### src/rtl/sdr_bank_pkg.sv
package sdr_bank_pkg;
  typedef enum logic [2:0] {
    OP_NOP = 3'd0,
    OP_ACT = 3'd1,
    OP_RD  = 3'd2,
    OP_WR  = 3'd3,
    OP_PRE = 3'd4,
    OP_BST = 3'd5
  } sdr_op_e;
endpackage

### src/rtl/sdr_bank_slot.sv
module sdr_bank_slot #(
  parameter int T_RP = 3
) (
  input  logic clk,
  input  logic rst,
  input  logic open_req,
  input  logic close_req,
  output logic is_open,
  output logic is_ready
);
  localparam int RW = $clog2(T_RP + 1);

  logic          open_q;
  logic [RW-1:0] rcnt_q;

  always_ff @(posedge clk) begin
    if (rst) begin
      open_q <= 1'b0;
      rcnt_q <= '0;
    end else if (close_req && open_q) begin
      open_q <= 1'b0;
      rcnt_q <= RW'(T_RP);
    end else if (open_req) begin
      open_q <= 1'b1;
    end else if (rcnt_q != '0) begin
      rcnt_q <= rcnt_q - 1'b1;
    end
  end

  assign is_open  = open_q;
  assign is_ready = !open_q && (rcnt_q == '0);

  // no activate may land while recovery is counting
  a_r5_no_open_in_trp: assert property (@(posedge clk) disable iff (rst)
    (!open_q && rcnt_q != '0) |=> !open_q);
  // a freshly closed bank is never ready on the same cycle
  a_r5_closed_not_ready: assert property (@(posedge clk) disable iff (rst)
    $fell(open_q) |-> !is_ready);
endmodule

### src/rtl/sdr_burst_track.sv
module sdr_burst_track #(
  parameter int BURST_LEN = 8,
  parameter int BANK_W    = 2
) (
  input  logic              clk,
  input  logic              rst,
  input  logic              full_page,
  input  logic              start,
  input  logic [BANK_W-1:0] start_bank,
  input  logic              start_ap,
  input  logic              stop,
  input  logic              kill,
  output logic              active,
  output logic [BANK_W-1:0] cur_bank,
  output logic              fire
);
  localparam int CW = $clog2(BURST_LEN + 1);

  logic              act_q;
  logic              ap_q;
  logic [CW-1:0]     cnt_q;
  logic [BANK_W-1:0] bank_q;
  logic              done;

  assign done = act_q && !full_page && (cnt_q == '0);

  always_ff @(posedge clk) begin
    if (rst) begin
      act_q  <= 1'b0;
      ap_q   <= 1'b0;
      cnt_q  <= '0;
      bank_q <= '0;
    end else begin
      if (done)
        act_q <= 1'b0;
      else if (act_q && !full_page)
        cnt_q <= cnt_q - 1'b1;
      if (stop || kill)
        act_q <= 1'b0;
      if (start) begin
        act_q  <= 1'b1;
        bank_q <= start_bank;
        ap_q   <= start_ap && !full_page;
        cnt_q  <= CW'(BURST_LEN - 1);
      end
    end
  end

  assign active   = act_q;
  assign cur_bank = bank_q;
  assign fire     = done && ap_q;

  // a burst stop with no new access leaves nothing running
  a_r9_stop_ends_burst: assert property (@(posedge clk) disable iff (rst)
    (stop && !start) |=> !act_q);
  // full-page mode (held static while bursts run) never auto-closes
  a_r8_no_fire_full_page: assert property (@(posedge clk) disable iff (rst)
    full_page |-> !fire);
endmodule

### src/rtl/sdr_bank_tracker.sv
module sdr_bank_tracker
  import sdr_bank_pkg::*;
#(
  parameter int NUM_BANKS = 4,
  parameter int BURST_LEN = 8,
  parameter int T_RP      = 3
) (
  input  logic                         clk,
  input  logic                         rst,
  input  logic                         cmd_valid,
  input  logic [2:0]                   cmd_op,
  input  logic [$clog2(NUM_BANKS)-1:0] cmd_bank,
  input  logic                         cmd_a10,
  input  logic                         cfg_full_page,
  output logic [NUM_BANKS-1:0]         bank_open,
  output logic [NUM_BANKS-1:0]         bank_ready,
  output logic                         cmd_err
);
  localparam int BANK_W = $clog2(NUM_BANKS);

  sdr_op_e              op;
  logic                 is_act, is_rw, is_pre, is_bst;
  logic [NUM_BANKS-1:0] sel_vec, fire_vec, open_eff, close_vec, open_vec;
  logic                 rw_ok, act_ok, kill, err_q;
  logic                 b_active, b_fire;
  logic [BANK_W-1:0]    b_bank;

  assign op     = sdr_op_e'(cmd_op);
  assign is_act = cmd_valid && (op == OP_ACT);
  assign is_rw  = cmd_valid && (op == OP_RD || op == OP_WR);
  assign is_pre = cmd_valid && (op == OP_PRE);
  assign is_bst = cmd_valid && (op == OP_BST);

  assign sel_vec  = NUM_BANKS'(1) << cmd_bank;
  assign fire_vec = b_fire ? (NUM_BANKS'(1) << b_bank) : '0;
  assign open_eff = bank_open & ~fire_vec;

  assign rw_ok  = is_rw && open_eff[cmd_bank];
  assign act_ok = is_act && bank_ready[cmd_bank];
  assign kill   = is_pre && b_active && (cmd_a10 || cmd_bank == b_bank);

  assign close_vec = fire_vec | (is_pre ? (cmd_a10 ? '1 : sel_vec) : '0);
  assign open_vec  = act_ok ? sel_vec : '0;

  sdr_burst_track #(.BURST_LEN(BURST_LEN), .BANK_W(BANK_W)) u_burst (
    .clk        (clk),
    .rst        (rst),
    .full_page  (cfg_full_page),
    .start      (rw_ok),
    .start_bank (cmd_bank),
    .start_ap   (cmd_a10),
    .stop       (is_bst),
    .kill       (kill),
    .active     (b_active),
    .cur_bank   (b_bank),
    .fire       (b_fire)
  );

  for (genvar b = 0; b < NUM_BANKS; b++) begin : g_bank
    sdr_bank_slot #(.T_RP(T_RP)) u_slot (
      .clk       (clk),
      .rst       (rst),
      .open_req  (open_vec[b]),
      .close_req (close_vec[b]),
      .is_open   (bank_open[b]),
      .is_ready  (bank_ready[b])
    );
  end

  always_ff @(posedge clk) begin
    if (rst)
      err_q <= 1'b0;
    else
      err_q <= (is_rw && !open_eff[cmd_bank]) || (is_act && !bank_ready[cmd_bank]);
  end
  assign cmd_err = err_q;

  // an activate to a ready bank opens it
  a_r2_act_opens: assert property (@(posedge clk) disable iff (rst)
    (is_act && bank_ready[cmd_bank]) |=> bank_open[$past(cmd_bank)]);
  // precharge with bit 10 leaves no bank open
  a_r4_pre_all_closes: assert property (@(posedge clk) disable iff (rst)
    (is_pre && cmd_a10) |=> (bank_open == '0));
  // access to a bank that is not open is flagged
  a_r10_err_idle_access: assert property (@(posedge clk) disable iff (rst)
    (is_rw && !bank_open[cmd_bank]) |=> cmd_err);
endmodule

### config.mk
export PLATFORM = sky130hd
export DESIGN_NAME = sdr_bank_tracker
export DESIGN_NICKNAME = d
export VERILOG_FILES = /design/src/rtl/sdr_bank_pkg.sv /design/src/rtl/sdr_bank_slot.sv /design/src/rtl/sdr_burst_track.sv /design/src/rtl/sdr_bank_tracker.sv
export SDC_FILE = /design/constraint.sdc
export NUM_CORES = 1
export LEC_CHECK = 0
export CAP_MARGIN = 20
export CORE_MARGIN = 10
export CORE_UTILIZATION = 55
export CTS_CLUSTER_DIAMETER = 30
export DETAILED_ROUTE_END_ITERATION = 16
export DONT_BUFFER_PORTS = 1
export PLACE_DENSITY_LB_ADDON = 0.15
export SLEW_MARGIN = 20
export SYNTH_ARGS = -nofsm -noshare
export SYNTH_HDL_FRONTEND = slang
export SYNTH_SLANG_ARGS = --single-unit
### constraint.sdc
create_clock -name clk -period 1.6 [get_ports clk]
set_input_delay 0.24 -clock clk [delete_from_list [all_inputs] [get_ports clk]]
set_output_delay 0.24 -clock clk [all_outputs]
set_load 0.03 [all_outputs]
; Yosys cells after proc, flatten, opt, wreduce, memory -nomap -nowiden
; Cells that the tools add are included.
[totals]
regBits = 21
latchBits = 0
mem_bits_rw = 0
romBits = 0
input_bits = 10
out_inout_bits = 9
mem_count = 0
[classes]
addsub = 5
mul = 0
div = 0
magnitude_cmp = 1
n_eq_ne = 11
shifts = 2
n_mux = 26
bitwise = 4
reduce_logical = 59
[ops]
columns = operator, n
row1 = 2-to-1 mux 2 bit, 12
row2 = logical AND 1 bit, 22
row3 = nonzero test 2 bit, 9
row4 = 2-to-1 mux 4 bit, 4
row5 = AND reduction 2 bit, 6
row6 = OR reduction 2 bit, 5
row7 = 2-to-1 mux 3 bit, 3
row8 = zero test 2 bit, 4
row9 = != test 2 x 1 -> 1 bit (second input constant), 4
row10 = << shifter 1 x 2 -> 4 bit (first input constant), 2
row11 = subtractor 2 x 1 -> 2 bit (second input constant), 4
row12 = zero test 1 bit, 7
row13 = equality test 3 x 2 -> 1 bit (second input constant), 2
row14 = equality test 3 bit (second input constant), 2
row15 = 2-to-1 mux 1 bit, 5
row16 = bitwise AND 4 bit, 1
row17 = binary-select mux 1 bit (select 2 bit), 2
row18 = zero test 4 bit, 1
row19 = logical OR 1 bit, 4
row20 = inverter 4 bit, 1
row21 = bitwise OR 4 bit, 1
row22 = subtractor 4 x 1 -> 4 bit (second input constant), 1
row23 = equality test 3 x 1 -> 1 bit (second input constant), 1
row24 = < comparator 2 x 3 -> 1 bit (second input constant), 1
row25 = other kinds (4), 4

; Logic depth before layout (Yosys ltp)
[logic_depth]
depth_word = 12
mapped_depth = 7
mapped_depth_nobuf = 6

; Hierarchy
; A second synthesis with hierarchy kept.
[hier_totals]
cells_unflattened = 159
area_unflattened_um2 = 1281.2
[modules_own_cells]
columns = module, instances, cells_each, area_each_um2
row1 = sdr_bank_slot, 4, 17, 145.1
row2 = sdr_burst_track, 1, 46, 401.6
row3 = sdr_bank_tracker, 1, 45, 299.0

; Least setup slack after synthesis
; No wires, ideal clock.
[synth_timing]
path_kind = reg2reg
from = register u_burst.cnt_q[0]
to = register g_bank[0].u_slot.open_q
arrival_ns = 1.482
t_required_ns = 1.484
path_slack_ns = 0.002
path_stages_with_launch = 8
n_path_buf = 1
cell_sequence = dfxtp_1 > inv_1 > ha_1 > or3b_1 > buf_2 > nor4_1 > o21ai_1 > and3_1
[synth_between]
elab_chain_len = 7
[synth_lines]
columns = item, line
row1 = from (decl), sdr_burst_track.sv:21  ; logic [CW-1:0] cnt_q;
row2 = from (signal assigned), sdr_burst_track.sv:37  ; cnt_q <= cnt_q - 1'b1;
row3 = from (signal assigned), sdr_burst_track.sv:44  ; cnt_q <= CW'(BURST_LEN - 1);
row4 = zero test 4 bit, sdr_burst_track.sv:25  ; assign done = act_q && !full_page && (cnt_q == '0);
row5 = logical AND 1 bit, sdr_burst_track.sv:25
row6 = logical AND 1 bit, sdr_burst_track.sv:51  ; assign fire = done && ap_q;
row7 = 2-to-1 mux 4 bit, sdr_bank_tracker.sv:35  ; assign fire_vec = b_fire ? (NUM_BANKS'(1) << b_bank) : '0;
row8 = bitwise OR 4 bit, sdr_bank_tracker.sv:42  ; assign close_vec = fire_vec | (is_pre ? (cmd_a10 ? '1 : sel_vec) : '0);
row9 = logical AND 1 bit, sdr_bank_slot.sv:20  ; end else if (close_req && open_q) begin
row10 = OR reduction 2 bit (no line), n/a
row11 = to (signal assigned), sdr_bank_slot.sv:18  ; open_q <= 1'b0;
row12 = to (signal assigned), sdr_bank_slot.sv:21  ; open_q <= 1'b0;
row13 = to (signal assigned), sdr_bank_slot.sv:24  ; open_q <= 1'b1;
row14 = to (decl), sdr_bank_slot.sv:13  ; logic open_q;
; Every way passes these cells.
; A chain may end at the register's enable or synchronous reset.

; Worst setup path after layout
[layout_timing]
from = register u_burst.cnt_q[1]
to = register u_burst.act_q, in the netlist u_burst.active
[layout_between]
elab_chain_len = 10
[layout_lines]
columns = item, line
row1 = zero test 4 bit (*), sdr_burst_track.sv:25
row2 = logical AND 1 bit (*), sdr_burst_track.sv:25
row3 = logical AND 1 bit, sdr_burst_track.sv:51
row4 = 2-to-1 mux 4 bit, sdr_bank_tracker.sv:35
row5 = inverter 4 bit, sdr_bank_tracker.sv:36  ; assign open_eff = bank_open & ~fire_vec;
row6 = bitwise AND 4 bit, sdr_bank_tracker.sv:36
row7 = binary-select mux 1 bit (select 2 bit), sdr_bank_tracker.sv:38  ; assign rw_ok = is_rw && open_eff[cmd_bank];
row8 = 2-to-1 mux 1 bit (implied by the code), sdr_bank_tracker.sv:38
row9 = logical AND 1 bit, sdr_bank_tracker.sv:38
row10 = nonzero test 3 bit (no line) or 2-to-1 mux 1 bit (tied branches), n/a
row11 = to (signal assigned), sdr_burst_track.sv:35  ; act_q <= 1'b0;
row12 = to (signal assigned), sdr_burst_track.sv:39  ; act_q <= 1'b0;
row13 = to (signal assigned), sdr_burst_track.sv:41  ; act_q <= 1'b1;
row14 = to (decl), sdr_burst_track.sv:19  ; logic act_q;
; Mark *: on every way between the ends. The rest lies on a longest branch, timed or not. The select of a mux whose other input is x is not followed.

==> flow_metrics.py <==
metrics = {
    "yosys": {
        "ys_types": 42,
        "ys_seq_area_share_pct": 31.3,
        "synthFlopType": "dfxtp_1",
        "async_flop_share_pct": 0,
        "synth.avg_cell_area_sq_um": 9.01,
        "synth_edf_count": 0,
        "synthCells": 149,
        "yosys_warnings": 0,
        "synth-seq-cells": 21,
        "synthesis.area_sq_mm": 0.00134,
        "syn-num-nets": 165,
    },
    "run_status": {
        "status": "complete, no violations",
    },
    "critical_path": {
        "reg2reg_depth": 7,
        "cp.arrival_ps": 1770,
        "critPathCapture": "u_burst.active",
        "start_kind": "register",
        "setup.worst_path.class": "register to register",
        "worstPathRequired_ps": 1780,
        "r2r_setup_slack_ps": 7,
        "crit_top_cell": "buf_6",
        "worstSetupEndpointType": "register",
        "worstPathMaxFanout": 5,
        "cp_cell_sequence": "inv_2, ha_4, or3b_4, buf_6, buf_6, o221ai_2, a21oi_2",
        "critical-path-slowest-cell": "or3b_4",
        "critPathLaunch": "u_burst.cnt_q[1]",
        "rr_endpoint": "u_burst.active",
        "r2r-start": "u_burst.cnt_q[1]",
        "max_stage_delay_ps": 410,
    },
    "place": {
        "dp_cells": 180,
        "dpl_worst_slack_ps": -41.8,
        "numPortBuffers": 0,
        "place_congestion": 0.785,
        "hpwl_microns": 2320,
    },
    "floorplan": {
        "io_pins": 19,
        "die-area_sq_mm": 0.00482,
        "die_h_microns": 69.4,
        "start_util_pct": 59.0,
        "coreArea_sq_mm": 0.00228,
        "row_count": 17,
        "die_w_microns": 69.4,
    },
    "cells_and_area": {
        "multi_input_area_sq_um": 892,
        "syn_to_final_growth_pct": 20.5,
        "n_fill_cell": 175,
        "layout-drive-gt1-share_pct": 42.9,
        "diodes": 0,
        "regArea_sq_um": 430,
        "nets": 180,
        "post-route-util_pct": 71.1,
        "fin_cells": 191,
    },
    "drt": {
        "vias": 1160,
        "drt_iter0_drc": 26,
        "drc": 0,
        "antenna_left": 0,
        "first_pass_iters": 4,
        "wl_microns": 3260,
        "wl_per_cell_microns": 17.0,
        "vias_per_cell": 6.07,
    },
    "clock_tree": {
        "cts_tree": "done",
        "cts.htree.levels": 1,
        "cts_buffers": 3,
        "cts_max_path_buffers": 2,
        "insertion_delay_ps": 300,
        "clk_pin_slew_ps": 110,
        "clkSinkCount": 21,
        "cts_root_buffer": "clkbuf_4",
    },
    "grt": {
        "antenna_found_initial": 0,
        "grtUsageTotal_pct": 12.5,
        "grt_max_degree": 14,
        "grt_pass1_wl_microns": 5170,
        "overflow": 0,
        "first_global_vias": 1130,
    },
    "sta": {
        "setup_slack_ps": 7.20,
        "max_slew_margin_pct": 62.5,
        "tightest_slew_ps": 561,
        "setup_viol": 0,
        "period_share_pct": 99.6,
        "max_freq_mhz": 628,
        "rsz0062_at_grt": "true",
        "layout_min_cycle_time_ps": 1590,
        "final_hold_viol_count": 0,
        "fin_skew_ps": 1.57,
        "final-max-slew-violation-count": 0,
    },
    "pwr": {
        "max-vdd-ir-drop_mv": 1.06,
        "power_leakage_nw": 0.648,
        "power.density_mw_per_mm2": 1250,
    },
    "flow_run": {
        "cap_violations": 0,
    },
    "hold_path": {
        "hold_start": "cmd_bank[0]",
        "hp-class": "input port to register",
    },
}
[state kept, by name (all words and copies together), names as in the netlist]
| signal | count |
|---|---|
| u_burst.active | 1 |
| g_bank.u_slot.rcnt_q | 8 |
| g_bank.u_slot.is_open | 4 |
| u_burst.ap_q | 1 |
| cmd_err | 1 |
| u_burst.cur_bank | 2 |
| u_burst.cnt_q | 4 |
[power breakdown]
group | total [mW] | internal, mW | leakage [nW] | switching (mW)
Combinational | 1.11 | 0.593 | 0.459 | 0.518
Sequential | 0.671 | 0.629 | 0.174 | 0.0424
Clock | 0.248 | 0.0973 | 0.0150 | 0.151
Total | 2.03 | 1.32 | 0.648 | 0.712
[stage by stage]
stage                     power (mW)  TNS [ps]  hold slack (ps)  instance area [sq um]
final                           2.03         0             82.4                   1620
after global routing            2.19      -263             86.8                   1620
after CTS                       1.91         0             1.30                   1490
after detailed placement        1.64      -129              313                   1400
after global placement          1.59         0              311                   1400
after floorplan                 1.44         0              406                   1340
[Yosys cell counts (all sizes together), types with 2 or more instances]
cell type,count,area share [%]
o21ai,5,1.9
nand2,2,0.56
mux2,5,4.2
nand4,3,1.4
nand3b,3,1.7
inv,13,3.6
a21oi,15,5.6
and3b,2,1.4
xor2,6,3.9
o31ai,2,1.1
and2,2,1.0
nor2b,9,4.2
nor4,2,0.93
mux2i,4,3.0
and4,3,2.0
nand3,4,1.5
dfxtp,21,31
nor3,4,2.3
xnor2,3,2.0
and3,5,2.3
a31o,4,2.6
buf,11,6.1
ha,6,5.6
o21a,3,1.7
[cells in the final DEF (no fill, tap or decap), types with 3 or more instances in the layout]
| cell | instances |
|---|---|
| dfxtp_1 | 13 |
| a21oi_1 | 14 |
| o21ai_1 | 3 |
| inv_2 | 4 |
| buf_4 | 19 |
| mux2i_1 | 4 |
| xor2_1 | 6 |
| ha_2 | 4 |
| and3_1 | 5 |
| clkbuf_4 | 3 |
| nor2b_1 | 5 |
| inv_1 | 9 |
| dfxtp_2 | 8 |
| a31o_2 | 4 |
| mux2_2 | 5 |
| nand4_1 | 3 |
| o21a_1 | 3 |
| nor2b_4 | 4 |
| nand3b_1 | 3 |
| nor3_1 | 3 |
[metal layers]
layer / GRT usage [%] / part of all wire, % / wire length [microns] / up-vias
met5: 0 / 0 / 0 / -
met4: 3.99 / 1.1 / 35 / 0
met3: 3.57 / 7.6 / 246 / 4
met2: 21.4 / 50 / 1620 / 38
met1: 14.6 / 42 / 1360 / 566
li1: - / - / - / 552
[final cells by class]
cell class	instances	share of cell area, %
Sequential cell	21	26.6
Clock buffer	4	1.62
Multi-Input combinational cell	102	55.1
Inverter	13	3.02
Timing Repair Buffer	23	11.4
Tap cell	28	2.17
[worst max-delay path, delay by kind of cell (launching register included)]
family | cells | cell delay [ps]
simple gates | 1 | 410
flops | 1 | 340
buf+inv | 3 | 320
compound gates | 2 | 270
fa+ha+maj | 1 | 130
[worst min-delay path by stage]
stage	endpoint	slack [ps]	cells after the start
6_report	u_burst.cur_bank[0]	80	2
3_3_place_gp	u_burst.cnt_q[0]	310	1
5_1_grt	u_burst.cur_bank[0]	90	2
2_1_floorplan	u_burst.ap_q	410	2
4_1_cts	u_burst.cur_bank[1]	1	1
3_5_place_dp	g_bank[0].u_slot.rcnt_q[0]	310	1
[logic make-up (layout without fill, tap and decap cells)]
group                    Yosys count  after routing  synth area share, %
AND/OR/NAND/NOR                   44             44                 22.2
AO/OA/AOI/OAI                     33             33                 15.4
buffers and inverters             26             40                 10.8
flip-flops                        21             21                 31.3
multiplexers                      10             10                 8.85
XOR/XNOR                           9              9                 5.87
adder cells (fa/ha/maj)            6              6                 5.59
[repair_timing]
item,4_1_cts,5_1_grt
setup buffers,2,3
setup endpoints to repair,8,16
pin swaps,1,12
hold buffers,1,1
gates resized for setup,12,33
hold endpoints to repair,13,2
No activity file was read; power rests on OpenSTA's default activity.
